$ cat src/rtl/oob_pkg.sv
package oob_pkg;

  typedef enum logic [1:0] {
    GAP_NONE = 2'd0,
    GAP_INIT = 2'd1,
    GAP_WAKE = 2'd2
  } gap_class_e;

  typedef enum logic [1:0] {
    TX_QUIET = 2'd0,
    TX_BURST = 2'd1,
    TX_GAP   = 2'd2
  } tx_phase_e;

  // ALIGN primitive split into two 16-bit halves, low half first
  localparam logic [15:0] ALIGN_LO     = 16'h4ABC;
  localparam logic [15:0] ALIGN_HI     = 16'h7B4A;
  localparam logic [1:0]  ALIGN_LO_ISK = 2'b01;
  localparam logic [1:0]  ALIGN_HI_ISK = 2'b00;

endpackage

$ cat src/rtl/oob_tx_gen.sv
module oob_tx_gen
  import oob_pkg::*;
#(
  parameter int BURST_CYC     = 16,
  parameter int RESET_GAP_CYC = 48,
  parameter int WAKE_GAP_CYC  = 16,
  parameter int NUM_BURSTS    = 6
) (
  input  logic        clk,
  input  logic        rst,
  input  logic        start,
  input  logic        kind,
  output logic        elec_idle,
  output logic [15:0] data,
  output logic [1:0]  isk,
  output logic        busy,
  output logic        done
);

  localparam int SPAN_A = (BURST_CYC > RESET_GAP_CYC) ? BURST_CYC : RESET_GAP_CYC;
  localparam int SPAN   = (SPAN_A > WAKE_GAP_CYC) ? SPAN_A : WAKE_GAP_CYC;
  localparam int CNT_W  = $clog2(SPAN + 1);
  localparam int IDX_W  = $clog2(NUM_BURSTS + 1);

  localparam logic [CNT_W-1:0] BURST_LAST = CNT_W'(BURST_CYC - 1);
  localparam logic [CNT_W-1:0] RGAP_LAST  = CNT_W'(RESET_GAP_CYC - 1);
  localparam logic [CNT_W-1:0] WGAP_LAST  = CNT_W'(WAKE_GAP_CYC - 1);
  localparam logic [IDX_W-1:0] IDX_LAST   = IDX_W'(NUM_BURSTS - 1);

  tx_phase_e        phase_q, phase_n;
  logic [CNT_W-1:0] cnt_q, cnt_n;
  logic [IDX_W-1:0] idx_q, idx_n;
  logic             kind_q, kind_n;
  logic             done_n;
  logic [CNT_W-1:0] gap_last;

  assign gap_last = kind_q ? WGAP_LAST : RGAP_LAST;

  always_comb begin
    phase_n = phase_q;
    cnt_n   = cnt_q;
    idx_n   = idx_q;
    kind_n  = kind_q;
    done_n  = 1'b0;
    unique case (phase_q)
      TX_QUIET: begin
        if (start) begin
          phase_n = TX_BURST;
          cnt_n   = '0;
          idx_n   = '0;
          kind_n  = kind;
        end
      end
      TX_BURST: begin
        if (cnt_q == BURST_LAST) begin
          cnt_n = '0;
          if (idx_q == IDX_LAST) begin
            phase_n = TX_QUIET;
            done_n  = 1'b1;
          end else begin
            phase_n = TX_GAP;
          end
        end else begin
          cnt_n = cnt_q + CNT_W'(1);
        end
      end
      TX_GAP: begin
        if (cnt_q == gap_last) begin
          phase_n = TX_BURST;
          cnt_n   = '0;
          idx_n   = idx_q + IDX_W'(1);
        end else begin
          cnt_n = cnt_q + CNT_W'(1);
        end
      end
      default: phase_n = TX_QUIET;
    endcase
  end

  always_ff @(posedge clk) begin
    if (rst) begin
      phase_q   <= TX_QUIET;
      cnt_q     <= '0;
      idx_q     <= '0;
      kind_q    <= 1'b0;
      elec_idle <= 1'b1;
      data      <= '0;
      isk       <= '0;
      busy      <= 1'b0;
      done      <= 1'b0;
    end else begin
      phase_q   <= phase_n;
      cnt_q     <= cnt_n;
      idx_q     <= idx_n;
      kind_q    <= kind_n;
      elec_idle <= (phase_n != TX_BURST);
      busy      <= (phase_n != TX_QUIET);
      done      <= done_n;
      if (phase_n == TX_BURST) begin
        data <= cnt_n[0] ? ALIGN_HI : ALIGN_LO;
        isk  <= cnt_n[0] ? ALIGN_HI_ISK : ALIGN_LO_ISK;
      end else begin
        data <= '0;
        isk  <= '0;
      end
    end
  end

endmodule

$ cat src/rtl/oob_gap_class.sv
module oob_gap_class
  import oob_pkg::*;
#(
  parameter int LEN_W        = 7,
  parameter int INIT_GAP_MIN = 26,
  parameter int INIT_GAP_MAX = 79,
  parameter int WAKE_GAP_MIN = 8,
  parameter int WAKE_GAP_MAX = 25
) (
  input  logic [LEN_W-1:0] len,
  output gap_class_e       cls
);

  localparam logic [LEN_W-1:0] I_LO = LEN_W'(INIT_GAP_MIN);
  localparam logic [LEN_W-1:0] I_HI = LEN_W'(INIT_GAP_MAX);
  localparam logic [LEN_W-1:0] W_LO = LEN_W'(WAKE_GAP_MIN);
  localparam logic [LEN_W-1:0] W_HI = LEN_W'(WAKE_GAP_MAX);

  always_comb begin
    if (len >= I_LO && len <= I_HI)      cls = GAP_INIT;
    else if (len >= W_LO && len <= W_HI) cls = GAP_WAKE;
    else                                 cls = GAP_NONE;
  end

endmodule

$ cat src/rtl/oob_rx_detect.sv
module oob_rx_detect
  import oob_pkg::*;
#(
  parameter int INIT_GAP_MIN = 26,
  parameter int INIT_GAP_MAX = 79,
  parameter int WAKE_GAP_MIN = 8,
  parameter int WAKE_GAP_MAX = 25,
  parameter int MATCH_GAPS   = 4
) (
  input  logic clk,
  input  logic rst,
  input  logic sig_det,
  output logic seen_init,
  output logic seen_wake
);

  localparam int LEN_W    = $clog2(INIT_GAP_MAX + 2);
  localparam int STREAK_W = $clog2(MATCH_GAPS + 1);
  localparam logic [LEN_W-1:0]    LEN_SAT  = LEN_W'(INIT_GAP_MAX + 1);
  localparam logic [STREAK_W-1:0] MATCH_AT = STREAK_W'(MATCH_GAPS);

  logic                det_prev;
  logic                had_burst;
  logic [LEN_W-1:0]    gap_len;
  logic [STREAK_W-1:0] streak_q, streak_n;
  gap_class_e          cls_now, cls_q;
  logic                rise;

  oob_gap_class #(
    .LEN_W       (LEN_W),
    .INIT_GAP_MIN(INIT_GAP_MIN),
    .INIT_GAP_MAX(INIT_GAP_MAX),
    .WAKE_GAP_MIN(WAKE_GAP_MIN),
    .WAKE_GAP_MAX(WAKE_GAP_MAX)
  ) class_i (
    .len(gap_len),
    .cls(cls_now)
  );

  assign rise = sig_det && !det_prev;

  // run length if the gap just closed is accepted
  always_comb begin
    if (cls_now == cls_q) streak_n = streak_q + STREAK_W'(1);
    else                  streak_n = STREAK_W'(1);
  end

  always_ff @(posedge clk) begin
    if (rst) begin
      det_prev  <= 1'b0;
      had_burst <= 1'b0;
      gap_len   <= '0;
      streak_q  <= '0;
      cls_q     <= GAP_NONE;
      seen_init <= 1'b0;
      seen_wake <= 1'b0;
    end else begin
      det_prev  <= sig_det;
      seen_init <= 1'b0;
      seen_wake <= 1'b0;
      if (sig_det) begin
        gap_len   <= '0;
        had_burst <= 1'b1;
      end else if (gap_len != LEN_SAT) begin
        gap_len <= gap_len + LEN_W'(1);
      end
      if (rise && had_burst) begin
        if (cls_now == GAP_NONE) begin
          streak_q <= '0;
        end else begin
          cls_q <= cls_now;
          if (streak_n == MATCH_AT) begin
            streak_q  <= '0;
            seen_init <= (cls_now == GAP_INIT);
            seen_wake <= (cls_now == GAP_WAKE);
          end else begin
            streak_q <= streak_n;
          end
        end
      end
    end
  end

endmodule

$ cat src/rtl/oob_signal_unit.sv
module oob_signal_unit #(
  parameter int BURST_CYC     = 16,
  parameter int RESET_GAP_CYC = 48,
  parameter int WAKE_GAP_CYC  = 16,
  parameter int NUM_BURSTS    = 6,
  parameter int INIT_GAP_MIN  = 26,
  parameter int INIT_GAP_MAX  = 79,
  parameter int WAKE_GAP_MIN  = 8,
  parameter int WAKE_GAP_MAX  = 25,
  parameter int MATCH_GAPS    = 4
) (
  input  logic        clk,
  input  logic        rst,
  input  logic        tx_start,
  input  logic        tx_kind,
  output logic        tx_elec_idle,
  output logic [15:0] tx_data,
  output logic [1:0]  tx_isk,
  output logic        tx_busy,
  output logic        tx_done,
  input  logic        rx_sig_det,
  output logic        rx_cominit,
  output logic        rx_comwake
);

  oob_tx_gen #(
    .BURST_CYC    (BURST_CYC),
    .RESET_GAP_CYC(RESET_GAP_CYC),
    .WAKE_GAP_CYC (WAKE_GAP_CYC),
    .NUM_BURSTS   (NUM_BURSTS)
  ) tx_i (
    .clk      (clk),
    .rst      (rst),
    .start    (tx_start),
    .kind     (tx_kind),
    .elec_idle(tx_elec_idle),
    .data     (tx_data),
    .isk      (tx_isk),
    .busy     (tx_busy),
    .done     (tx_done)
  );

  oob_rx_detect #(
    .INIT_GAP_MIN(INIT_GAP_MIN),
    .INIT_GAP_MAX(INIT_GAP_MAX),
    .WAKE_GAP_MIN(WAKE_GAP_MIN),
    .WAKE_GAP_MAX(WAKE_GAP_MAX),
    .MATCH_GAPS  (MATCH_GAPS)
  ) rx_i (
    .clk      (clk),
    .rst      (rst),
    .sig_det  (rx_sig_det),
    .seen_init(rx_cominit),
    .seen_wake(rx_comwake)
  );

endmodule

$ cat config.mk
export PLATFORM = sky130hd
export DESIGN_NAME = oob_signal_unit
export DESIGN_NICKNAME = d
export VERILOG_FILES = /design/src/rtl/oob_pkg.sv /design/src/rtl/oob_tx_gen.sv /design/src/rtl/oob_gap_class.sv /design/src/rtl/oob_rx_detect.sv /design/src/rtl/oob_signal_unit.sv
export SDC_FILE = /design/constraint.sdc
export NUM_CORES = 1
export LEC_CHECK = 0
export ABC_AREA = 1
export BUFFER_PORTS_ARGS = -buffer_cell sky130_fd_sc_hd__buf_4
export CAP_MARGIN = 0
export CELL_PAD_IN_SITES_DETAIL_PLACEMENT = 0
export CELL_PAD_IN_SITES_GLOBAL_PLACEMENT = 1
export CORE_MARGIN = 8
export CORE_UTILIZATION = 40
export CTS_CLUSTER_DIAMETER = 60
export DETAILED_ROUTE_END_ITERATION = 8
export GPL_TIMING_DRIVEN = 1
export PLACE_DENSITY_LB_ADDON = 0.12
export SYNTH_ARGS = -nofsm -noshare
export SYNTH_HDL_FRONTEND = slang
export SYNTH_SLANG_ARGS = --single-unit
export TNS_END_PERCENT = 20
$ cat constraint.sdc
create_clock -name clk -period 1.86 [get_ports clk]
set_input_delay 0.093 -clock clk [delete_from_list [all_inputs] [get_ports clk]]
set_output_delay 0.093 -clock clk [all_outputs]
set_load 0.02 [all_outputs]
* After elaboration in Yosys (flattened, before gate mapping)
Index checks and enable logic that the tools add are counted.
** Word-level totals
- Register bits :: 49
- Bits of input ports :: 5
** Operators by class
- $add $sub $neg :: 4
- $lt $le $gt $ge :: 4
- Equality and inequality tests :: 14
- Multiplexer cells :: 21
- Bitwise operators :: 6
- Reduce and logical (&&, ||, !) cells :: 18
** Operator list (number)
- 6-bit two-way mux :: 4
- 6-bit case mux with 3 select lines :: 1
- 3-bit two-way mux :: 5
- 14-bit two-way mux :: 1
- 2-bit two-way mux :: 6
- 7-bit by 1-bit adder with 7-bit output, second input constant :: 1
- 7-bit by 4-bit >= comparator with 1-bit output, second input constant :: 1
- 7-bit by 5-bit >= comparator with 1-bit output, second input constant :: 1
- 7-bit by 5-bit less-or-equal comparator with 1-bit output, second input constant :: 1
- 7-bit less-or-equal comparator, second input constant :: 1
- 7-bit != test, second input constant :: 1
- 3-bit by 1-bit adder with 3-bit output, second input constant :: 2
- 6-bit by 1-bit adder with 6-bit output, second input constant :: 1
- 2-bit by 1-bit == test with 1-bit output, second input constant :: 3
- 3-bit == test, second input constant :: 2
- 6-bit by 4-bit == test with 1-bit output, second input constant :: 1
- 6-bit == test :: 1
- 1-bit inverter :: 6
- 2-bit case mux with 3 select lines :: 1
- 3-bit case mux with 2 select lines :: 1
- 2-bit AND reduction :: 3
- 2-bit == test, second input constant :: 2
- 1-bit logical AND :: 4
- 2-bit zero test :: 2
- other kinds (11) :: 15

* Longest topological paths before layout
Gate-level depths: netlist of the first run.
- Depth in word-level cells :: 9
- Mapped depth :: 14

* By module
Synthesis of the first run repeated with hierarchy kept, for this count alone.
** Second synthesis, totals
- Cells, all modules :: 245
- Area total of the unflattened synthesis :: 1776.7 µm²
** By module, submodules not included
- oob_tx_gen :: times used 1, cells each 125, area each 943.4 µm², seq. area each 360.3 µm²
- oob_rx_detect :: times used 1, cells each 106, area each 765.7 µm², seq. area each 320.3 µm²
- oob_gap_class :: times used 1, cells each 14, area each 67.6 µm², seq. area each 0.0 µm²

* Least setup slack after synthesis of the first run
Ideal clock, no wire load.
- Kind :: register to register
- Start :: register rx_i.gap_len[1]
- End :: register rx_i.streak_q[2]
- Setup time :: 132 ps
- Data arrival time :: 1431 ps
- Path slack :: 297 ps
- Cell stages (with the launch flop) :: 14
- Clock period less this slack :: 1563 ps
- Cell sequence :: dfxtp_1 > ha_1 > nand2_1 > clkinv_1 > nand3_1 > nand2_2 > nand2_4 > nand2_2 > nand2_1 > nand2_2 > nor2_4 > nand3_2 > nand2_1 > a21oi_1
** Between the ends
- Word-level cells in the longest chain between the ends :: 9
- Elaborated cells between the ends (all ways) :: 14
- Those cells by class :: order compare: 4; eq/ne: 2; mux: 5; reduce/logical: 3
** RTL lines
- start: declaration :: line oob_rx_detect.sv:24 : logic [LEN_W-1:0] gap_len;
- start signal: assignment :: line oob_rx_detect.sv:65 : gap_len <= gap_len + LEN_W'(1);
- 7-bit by 4-bit >= comparator with 1-bit output or 7-bit by 5-bit less-or-equal comparator with 1-bit output (tied branches) :: line oob_gap_class.sv:21 : else if (len >= W_LO && len <= W_HI) cls = GAP_WAKE;
- 1-bit logical AND :: line oob_gap_class.sv:21
- 2-bit two-way mux :: line oob_gap_class.sv:21
- 2-bit two-way mux (*) :: line oob_gap_class.sv:20 : if (len >= I_LO && len <= I_HI) cls = GAP_INIT;
- 2-bit == test :: line oob_rx_detect.sv:44 : if (cls_now == cls_q) streak_n = streak_q + STREAK_W'(1);
- 3-bit two-way mux :: line oob_rx_detect.sv:44
- 3-bit == test :: line oob_rx_detect.sv:72 : if (streak_n == MATCH_AT) begin
- 3-bit two-way mux :: line oob_rx_detect.sv:72
- 3-bit two-way mux (*) :: line oob_rx_detect.sv:68 : if (cls_now == GAP_NONE) begin
- end signal: assignment :: line oob_rx_detect.sv:77 : streak_q <= streak_n;
- end: declaration :: line oob_rx_detect.sv:25 : logic [STREAK_W-1:0] streak_q, streak_n;
Mark *: on every way between the ends. The rest lies on a longest branch, timed or not.
A chain may end at the register's enable or synchronous reset.

* Final worst setup path of the first run
- Start :: register rx_i.gap_len[0]
- End :: register rx_i.seen_init
** Between the ends
- Word-level cells in the longest chain between the ends :: 9
- Elaborated cells between the ends (all ways) :: 15
- Those cells by class :: order compare: 4; eq/ne: 3; mux: 3; bitwise: 1; reduce/logical: 4
** RTL lines
- 7-bit by 4-bit >= comparator with 1-bit output or 7-bit by 5-bit less-or-equal comparator with 1-bit output (tied branches) :: line oob_gap_class.sv:21
- 1-bit logical AND :: line oob_gap_class.sv:21
- 2-bit two-way mux :: line oob_gap_class.sv:21
- 2-bit two-way mux (*) :: line oob_gap_class.sv:20
- 2-bit == test :: line oob_rx_detect.sv:44
- 3-bit two-way mux :: line oob_rx_detect.sv:44
- 3-bit == test :: line oob_rx_detect.sv:72
- 1-bit inverter (no line)
- 4-bit OR reduction (no line)
- end signal: assignment :: line oob_rx_detect.sv:74 : seen_init <= (cls_now == GAP_INIT);
- end: declaration :: line oob_rx_detect.sv:13 : output logic seen_init,
Marks and branches as above.

==> impl_metrics.ini, run 1 <==
[floorplanning]
die-area_um2 = 6810
die_h_um = 82.6
core_um2 = 4320
rows = 24
initial_core_util_pct = 41.0
die_x_um = 82.6
io_pins = 28

[placed_design]
dp.cells = 313
hpwlAfterDp_um = 2680
pre_cts_ws_ps = 94.8
gp_congestion = 0.772
numPortBuffers = 23

[detailed_routing]
routedWlPerCell_um = 10.8
vias = 1419
first_iter_violations = 49
ant_nets = 0
vias_per_cell = 4.42
routed_wl_um = 3450
firstDrtPassIters = 4
drc_errors = 0

[logic_synthesis]
synth_edf_count = 0
yosysSeqAreaShare_pct = 38.4
synthFlopType = dfxtp_1
synth_area_per_cell_um2 = 7.20
yosys.cell_types.count = 29
synth_top_area_cell = dfxtp_1
yosys_warnings = 0
ys_seq_elements = 34
synthTopCellsByCount = nand2_1 (42), dfxtp_1 (34), nor2_1 (34), inv_1 (29), buf_4 (15)
synth.most_common_cell = nand2_1
async_flop_share_pct = 0
synth_cells = 246
netlist_area_um2 = 1770
synth_top_area_share_pct = 38.4
ys_top_cells_by_area = dfxtp_1 (38%), nand2_1 (8.9%), nor2_1 (7.2%), buf_4 (6.4%), inv_1 (6.1%)

[run]
max-cap-violations = 0

[global_route]
grt_pass1_wl_um = 5640
grt_pass1_vias = 1243
grt_max_degree = 15
overflow = 0
antenna_found_initial = 0
track_usage_pct = 10.8

[setup_path]
cp.arrival_ps = 1910
timing.critical_path.depth = 14
crit_chain = inv_1, nor2_2, nand3_1, nand2_1, nand2_2, nand2_4, nand2_2, nand2_1, nand2_2, nor2_4, nand3_2, inv_2, nand2_1, nor2_1
timing.rr.start = rx_i.gap_len[0]$_SDFFE_PP0P_
rr_endpoint = rx_i.seen_init$_SDFF_PP0_
start_kind = flop
path_delay_family = simple AND/OR/NAND/NOR gates
worstPathRequired_ps = 2080
reg2reg_slack_ps = 170
worst-path-max-fanout = 6
critPathKind = flop to flop
slowest_delay_ps = 360
ff2ff_path_depth = 14
crit_buf_inv = 2
end_kind = flop
cp_slowest_cell = dfxtp_1

[sta]
fin_skew_ps = 7.40
clock.fmax_ghz = 0.591
holdWs_ps = 59.4
rsz0062_at_grt = yes
setup_slack_ps = 168
finalSetupViolCount = 0
hold_viol = 0
fin_crit_sh_pct = 91.0
setup-tns-final_ps = 0
finalMaxSlewViolations = 0
fin_crit_ps = 1690

[power]
p_sw_share_pct = 25.6
p_seq_share_pct = 51.0
combPwrFrac_pct = 12.5
clock_power_share_pct = 36.5
p_sw_uw = 386
p_per_area_nw_per_um2 = 740
p_leak_uw = 0.000945
vdd_drop_max_mv = 0.486
p_int_uw = 1120

[hold_path]
hp-start = rx_sig_det
hold_depth = 3
hold_end = rx_i.det_prev$_SDFF_PP0_
hp-class = input pin to flop

[layout]
fin_cells = 321
drive_gt1_share_pct = 22.7
diodes = 0
syn2layout_area_growth_pct = 15.0
layout.nets = 281

[clock_tree]
cts_setup_buffers = 0
root_buffer = clkbuf_8
cts-buffers-inserted = 5
htreeDepth = 2
cts_tree = yes
cts_resized = 0
cts.path.max_buffers = 2
clk_pin_slew_ps = 70
postCtsHoldBufs = 0
cts.sinks = 34
clock_latency_ps = 280

[outcome]
status = finished, final reports clean
==> flip-flops by register name (all words and copies together) (netlist names), 2 cells and up <==
register / count
tx_i.cnt_q: 6
rx_i.cls_q: 2
rx_i.streak_q: 3
tx_i.phase_q: 2
rx_i.gap_len: 7
tx_i.data: 3
tx_i.idx_q: 3
==> routing by layer <==
layer  share of wire (%)  track usage (%)  vias to the layer above  wire length (µm)
met1                  51             14.5                      597              1750
met2                  41             14.8                       27              1420
met3                 7.3             3.90                        2               252
li1                    -                -                      793                 -
met4                0.78             5.17                        0                27
met5                   0                0                        -                 0
==> cells in the final DEF, fill, tap and decap left out <==
cell / instances
nand2_1: 42
nor2_1: 33
dfxtp_1: 33
inv_1: 29
buf_4: 28
a21oi_1: 12
nand3_1: 11
inv_2: 10
o21ai_0: 9
nor3_1: 8
ha_1: 8
nand2_2: 6
clkbuf_8: 6
nor2_2: 5
nand4_1: 4
conb_1: 4
xnor2_1: 3
xor2_1: 3
nor4_1: 2
o21ai_1: 2
and3_1: 1
a31oi_1: 1
nor3b_1: 1
a21oi_4: 1
nand2_4: 1
nor2_4: 1
nand3_2: 1
o31ai_1: 1
clkinv_2: 1
clkbuf_1: 1
dfxtp_2: 1
==> power by group through the flow <==
stage	Combinational, µW	Clock [µW]	Sequential [µW]
6_report	189	550	769
5_1_grt	210	620	773
4_1_cts	190	575	769
3_5_place_dp	190	0	786
3_3_place_gp	190	0	785
2_1_floorplan	132	0	795
==> layout make-up <==
cell class                      instances  area, µm²
Timing Repair Buffer                   28        210
Clock buffer                            7       86.3
Tap cell                               52       65.1
Inverter                               39        146
Multi-Input combinational cell        160        842
Fill cell                             466       2290
Sequential cell                        34        682
Clock inverter                          1       5.00
==> worst max-delay path by stage <==
stage	start	end	slack, ps
2_1_floorplan	rx_i.gap_len[1]$_SDFFE_PP0P_	rx_i.streak_q[2]$_SDFFE_PP0P_	300
3_3_place_gp	rx_i.gap_len[1]$_SDFFE_PP0P_	rx_i.seen_wake$_SDFF_PP0_	100
3_5_place_dp	rx_i.gap_len[1]$_SDFFE_PP0P_	rx_i.seen_init$_SDFF_PP0_	90
4_1_cts	rx_i.gap_len[1]$_SDFFE_PP0P_	rx_i.seen_init$_SDFF_PP0_	90
5_1_grt	rx_i.gap_len[0]$_SDFFE_PP0P_	rx_i.seen_init$_SDFF_PP0_	-6
6_report	rx_i.gap_len[0]$_SDFFE_PP0P_	rx_i.seen_init$_SDFF_PP0_	170
==> worst min-delay path, stage by stage <==
cell and delay (ps):
buf_4 90, inv_1 50, nor2_1 70
==> cells by family (layout without fill, tap and decap cells) <==
group | Yosys count | count (layout) | share of synthesized area, %
compound gates | 26 | 26 | 8.19
xor+xnor | 6 | 6 | 2.97
fa+ha+maj | 8 | 8 | 5.65
buf+inv | 55 | 75 | 14.8
flops | 34 | 34 | 38.4
other cells | 1 | 4 | 0.212
simple gates | 116 | 116 | 29.7
==> through the flow <==
step	power (µW)	util, %	area (µm²)
2_1_floorplan	927	-	1780
3_3_place_gp	976	44.9	1940
3_5_place_dp	975	44.9	1940
4_1_cts	1530	47.0	2030
5_1_grt	1600	47.1	2040
6_report	1510	47.1	2040
Power figures use the tool's default switching activity.
==> run 2, diff against run 1 <==
RECOVER_POWER = 50   (was unset)
==> run 2 against run 1 <==
Compared with the run above:
- clock-buffer cell count unchanged
- critical path depth is the same
- clock power about the same
- core utilization is 1.6 points lower
- routed wire length rose by 0.72%
- combinational power fell by 13%
- register-to-register slack about the same
- sequential share of layout area grew 1.2 points
==> impl_metrics.ini, run 2 (synthesized netlist as in run 1, its figures left out) <==
[outcome]
status = finished, final reports clean

[detailed_routing]
first_iter_violations = 43
drc_errors = 0
firstDrtPassIters = 4
ant_nets = 0
routed_wl_um = 3480
routedWlPerCell_um = 10.8
vias_per_cell = 4.44
vias = 1425

[clock_tree]
htreeDepth = 2
cts.sinks = 34
root_buffer = clkbuf_8
cts.path.max_buffers = 2
cts-buffers-inserted = 5
clock_latency_ps = 280
postCtsHoldBufs = 0
cts_tree = yes
cts_setup_buffers = 0
clk_pin_slew_ps = 70

[global_route]
antenna_found_initial = 0
grt_pass1_vias = 1243
track_usage_pct = 10.8
grt_max_degree = 15
grt_pass1_wl_um = 5640
overflow = 0

[layout]
fin_cells = 321
seq_area_um2 = 682
layout.nets = 281
syn2layout_area_growth_pct = 10.9
drive_gt1_share_pct = 15.6
layout_commonest_cell = nand2_1
layout_common_cells = nand2_1 (42), nor2_1 (33), dfxtp_1 (33)
fill_cells = 496
diodes = 0
top_regs = rx_i.gap_len: 7 flops, tx_i.cnt_q: 6 flops
largest-register = rx_i.gap_len
largest_reg_flops = 7
multi_input_comb_area_um2 = 842
finalInstanceArea_um2 = 1970

[sta]
finalMaxSlewViolations = 0
fin_crit_sh_pct = 91.0
hold_viol = 0
fin_crit_ps = 1690
finalSetupViolCount = 0
rsz0062_at_grt = yes
fin_skew_ps = 7.40
clock.fmax_ghz = 0.591

[setup_path]
end_kind = flop
worstPathRequired_ps = 2080
critPathKind = flop to flop
start_kind = flop
cp.arrival_ps = 1910
worst-path-max-fanout = 6

[placed_design]
placed_cell_area_um2 = 1940
gp_congestion = 0.772
numPortBuffers = 23
dp.cells = 313
hpwlAfterDp_um = 2680

[floorplanning]
io_pins = 28
die_x_um = 82.6
rows = 24
die-area_um2 = 6810
initial_core_util_pct = 41.0
die_h_um = 82.6
core_um2 = 4320

[power]
p_leak_uw = 0.000869
vdd_drop_max_mv = 0.486
p_per_area_nw_per_um2 = 755

[run]
max-cap-violations = 0

[hold_path]
hp-class = input pin to flop
run 2: changes by cell type in the layout (fill, tap and decap cells not counted):
cell / previous run / this run
clkbuf_1: 1 / 20
buf_4: 28 / 9
run 2: what timing repair did:
| action | in CTS | in global routing |
|---|---|---|
| hold endpoints to repair | 0 | 0 |
| setup endpoints to repair | 0 | 6 |
| gates resized for setup | 0 | 4 |
run 2: area by class of cell:
class	instances	area share, %
timing repair buffer	28	7.07
clock buffer	7	4.39
sequential	34	34.7
inverter	39	7.45
multi-input combinational	160	42.8
clock inverter	1	0.255
tap	52	3.31
run 2: metrics by stage:
stage	total power (µW)	hold WS, ps	setup WS [ps]	TNS, ps	utilization, %
final	1480	59.4	168	0	45.5
after global routing	1580	88.8	-5.89	-5.89	45.5
after CTS	1530	52.5	87.6	0	47.0
after detailed placement	975	354	94.8	0	44.9
after global placement	976	347	100	0	44.9
after floorplan	927	229	297	0	-
run 2: path summary, 6_finish.rpt:
check / from / endpoint / slack (ps) / depth (start not counted)
max reg2reg: rx_i.gap_len[0]$_SDFFE_PP0P_ / rx_i.seen_init$_SDFF_PP0_ / 170 / 14
min reg2reg: rx_i.had_burst$_SDFFE_PP0P_ / rx_i.had_burst$_SDFFE_PP0P_ / 460 / 2
max: rx_i.gap_len[0]$_SDFFE_PP0P_ / rx_i.seen_init$_SDFF_PP0_ / 170 / 14
min: rx_sig_det / rx_i.det_prev$_SDFF_PP0_ / 60 / 3
run 2: where the power goes:
group	internal, µW	switching (µW)
clock	298	252
sequential	752	16.5
combinational	47.1	118
run 2: per-layer routing:
layer	wire, µm	GRT usage (%)	vias up	part of all wire, %
met1	1770	14.5	603	51
met2	1420	14.8	27	41
li1	-	-	793	-
met4	27	5.17	0	0.78
met5	0	0	-	0
met3	266	3.90	2	7.6
run 2: worst max-delay path: stages, from the launching register on:
cell	delay, ps
dfxtp_1	360
inv_1	120
nor2_2	220
nand3_1	90
nand2_1	80
nand2_2	70
nand2_4	90
nand2_2	60
nand2_1	90
nand2_2	70
nor2_4	110
nand3_2	90
inv_2	50
nand2_1	50
nor2_1	100
==> run 3, diff against run 2 <==
SYNTH_HIERARCHICAL = 1   (was unset)
==> run 3 against run 2 <==
Compared with the run above:
- power fell by 0.53%
- sequential share of layout area increased by 0.68 points
- maximum frequency is 13% higher
- combinational power is essentially flat
- via count decreased by 0.77%
- synthesized area grew 0.28%
- clock-buffer cell count unchanged
- first-iteration DRC count increased by 53%
- critical path depth shrank 3
- non-clock buffer count fell by 5
- flip-flop and latch count is the same
- critical path type unchanged
- highest routed layer unchanged
==> impl_metrics.ini, run 3 <==
[outcome]
status = finished, final reports clean

[floorplanning]
die-area_um2 = 6830
rows = 24
die_h_um = 82.6
io_pins = 28
initial_core_util_pct = 41.1
die_x_um = 82.6
core_um2 = 4320

[detailed_routing]
firstDrtPassIters = 4
drc_errors = 0
routedWlPerCell_um = 10.2
routed_wl_um = 3230
ant_nets = 0
vias = 1414
vias_per_cell = 4.49
first_iter_violations = 66

[power]
p_per_area_nw_per_um2 = 767
vdd_drop_max_mv = 0.697
p_leak_uw = 0.000825

[global_route]
grt_max_degree = 13
track_usage_pct = 10.1
antenna_found_initial = 0
overflow = 0
grt_pass1_wl_um = 5350
grt_pass1_vias = 1243

[layout]
layout_common_cells = nand2_1 (50), dfxtp_1 (34), nor2_1 (33)
diodes = 0
fill_cells = 489
fin_util_pct = 44.5
layout_commonest_cell = nand2_1
top_regs = rx_i/gap_len: 7 flops, tx_i/cnt_q: 6 flops
syn2layout_area_growth_pct = 8.31
layout.nets = 273
drive_gt1_share_pct = 14.8
largest_reg_flops = 7
largest-register = rx_i/gap_len

[sta]
fin_crit_ps = 1490
relSlewSlack_pct = 58.6
setup-tns-final_ps = 0
clock.fmax_ghz = 0.669
rsz0062_at_grt = no
hold_viol = 0
fin_skew_ps = 10.2
finalMaxSlewViolations = 0
finalSetupViolCount = 0
fin_crit_sh_pct = 80.3
tightest_slew_ps = 621

[logic_synthesis]
yosysSeqAreaShare_pct = 38.3
synth_edf_count = 0
synth_cells = 245
synth.most_common_cell = nand2_1
synthTopCellsByCount = nand2_1 (50), dfxtp_1 (34), nor2_1 (33), inv_1 (27), buf_4 (15)
ys_seq_elements = 34
synth_top_area_share_pct = 38.3
ys_top_cells_by_area = dfxtp_1 (38%), nand2_1 (11%), nor2_1 (7.0%), buf_4 (6.3%), inv_1 (5.7%)
yosys.cell_types.count = 28
synth_top_area_cell = dfxtp_1
synth_area_per_cell_um2 = 7.25
yosys_warnings = 6
netlist_area_um2 = 1780
synthFlopType = dfxtp_1
async_flop_share_pct = 0

[clock_tree]
cts_setup_buffers = 0
cts.sinks = 34
clk_pin_slew_ps = 70
htreeDepth = 2
cts_resized = 0
cts-buffers-inserted = 5
cts_tree = yes
clock_latency_ps = 270
root_buffer = clkbuf_8
postCtsHoldBufs = 0
cts.path.max_buffers = 2

[setup_path]
ff2ff_path_depth = 11
start_kind = flop
rr_endpoint = rx_i/streak_q[0]$_SDFFE_PP0N_
critPathKind = flop to flop
cpMostUsedCell = nand2_1
worst-path-max-fanout = 7
reg2reg_slack_ps = 370
crit_chain = nand2_1, inv_2, nand2_2, a21oi_2, inv_2, nand2_1, nand2_2, nor2_4, nand2_1, nand2_1, a21oi_1
end_kind = flop
timing.rr.start = rx_i/gap_len[4]$_SDFFE_PP0P_
slowest_delay_ps = 420
cp.arrival_ps = 1630
worstPathRequired_ps = 2000
cp_slowest_cell = dfxtp_1

[hold_path]
hold_depth = 3
hp-start = rx_sig_det
hold_end = rx_i/det_prev$_SDFF_PP0_
hp-class = input pin to flop

[placed_design]
numPortBuffers = 23
gp_congestion = 0.799
hpwlAfterDp_um = 2510

[run]
max-cap-violations = 0
## run 3: cell types whose count changed after synthesis, sizes merged, moves of 3 or more
cell / change
o21ai: -4
nor3: -6
or2: +3
nand2: +10
nor2: +3
inv: -5
## run 3: report_power, final
part	total, µW	internal (µW)	leakage (µW)	switching, µW
clock network	548	298	0.0000482	249
logic	162	45.3	0.000500	116
registers	767	751	0.000277	15.4
total	1480	1100	0.000825	381
## run 3: per-layer routing
layer	global-route usage [%]	vias to the layer above	part of all wire, %
li1	-	777	-
met1	12.5	609	49
met2	15.3	26	42
met3	3.35	2	7.8
met4	4.83	0	0.87
met5	0	-	0
## run 3: worst max-delay path by stage
stage | end | from | slack, ps
after floorplan | rx_i/streak_q[2]$_SDFFE_PP0N_ | rx_i/gap_len[3]$_SDFFE_PP0P_ | 520
after detailed placement | rx_i/streak_q[2]$_SDFFE_PP0N_ | rx_i/gap_len[4]$_SDFFE_PP0P_ | 390
final | rx_i/streak_q[0]$_SDFFE_PP0N_ | rx_i/gap_len[4]$_SDFFE_PP0P_ | 370
after global placement | rx_i/seen_init$_SDFF_PP0_ | rx_i/gap_len[2]$_SDFFE_PP0P_ | 410
after CTS | rx_i/streak_q[2]$_SDFFE_PP0N_ | rx_i/gap_len[4]$_SDFFE_PP0P_ | 380
after global routing | rx_i/streak_q[0]$_SDFFE_PP0N_ | rx_i/gap_len[4]$_SDFFE_PP0P_ | 200
## run 3: kinds of logic (layout without fill, tap and decap cells)
family,count (synthesis),in the layout,synth area share [%]
buffers and inverters,50,65,13.8
XOR/XNOR,6,6,2.96
AO/OA/AOI/OAI,22,22,6.55
adder cells (fa/ha/maj),6,6,4.23
other,1,4,0.211
flip-flops,34,34,38.3
AND/OR/NAND/NOR,126,126,33.9
## run 3: metrics by stage
stage               hold slack (ps)  power, µW  cell area, µm²  std cells  worst slack [ps]
floorplan                       162        930            1790        248               519
global placement                359        970            1910        307               411
detailed placement              359        970            1910        307               389
CTS                            64.0       1530            2000        315               377
global route                   72.2       1570            1920        315               197
finish                         71.0       1480            1920        315               366
## run 3: worst max-delay path: cells and delay by family, from the launching register on
family,cells,cell delay (ps)
DFF,1,420
buffers and inverters,2,120
and+or+nand+nor,7,480
AOI/OAI and AO/OA,2,330
## run 3: area by class of cell
type / count / area (µm²) / share of cell area (%)
Multi-Input combinational cell: 164 / 862 / 44.8
Sequential cell: 34 / 681 / 35.4
Inverter: 34 / 128 / 6.63
Timing Repair Buffer: 23 / 97.6 / 5.07
Clock buffer: 7 / 86.3 / 4.49
Tap cell: 52 / 65.1 / 3.38
Clock inverter: 1 / 5.00 / 0.260
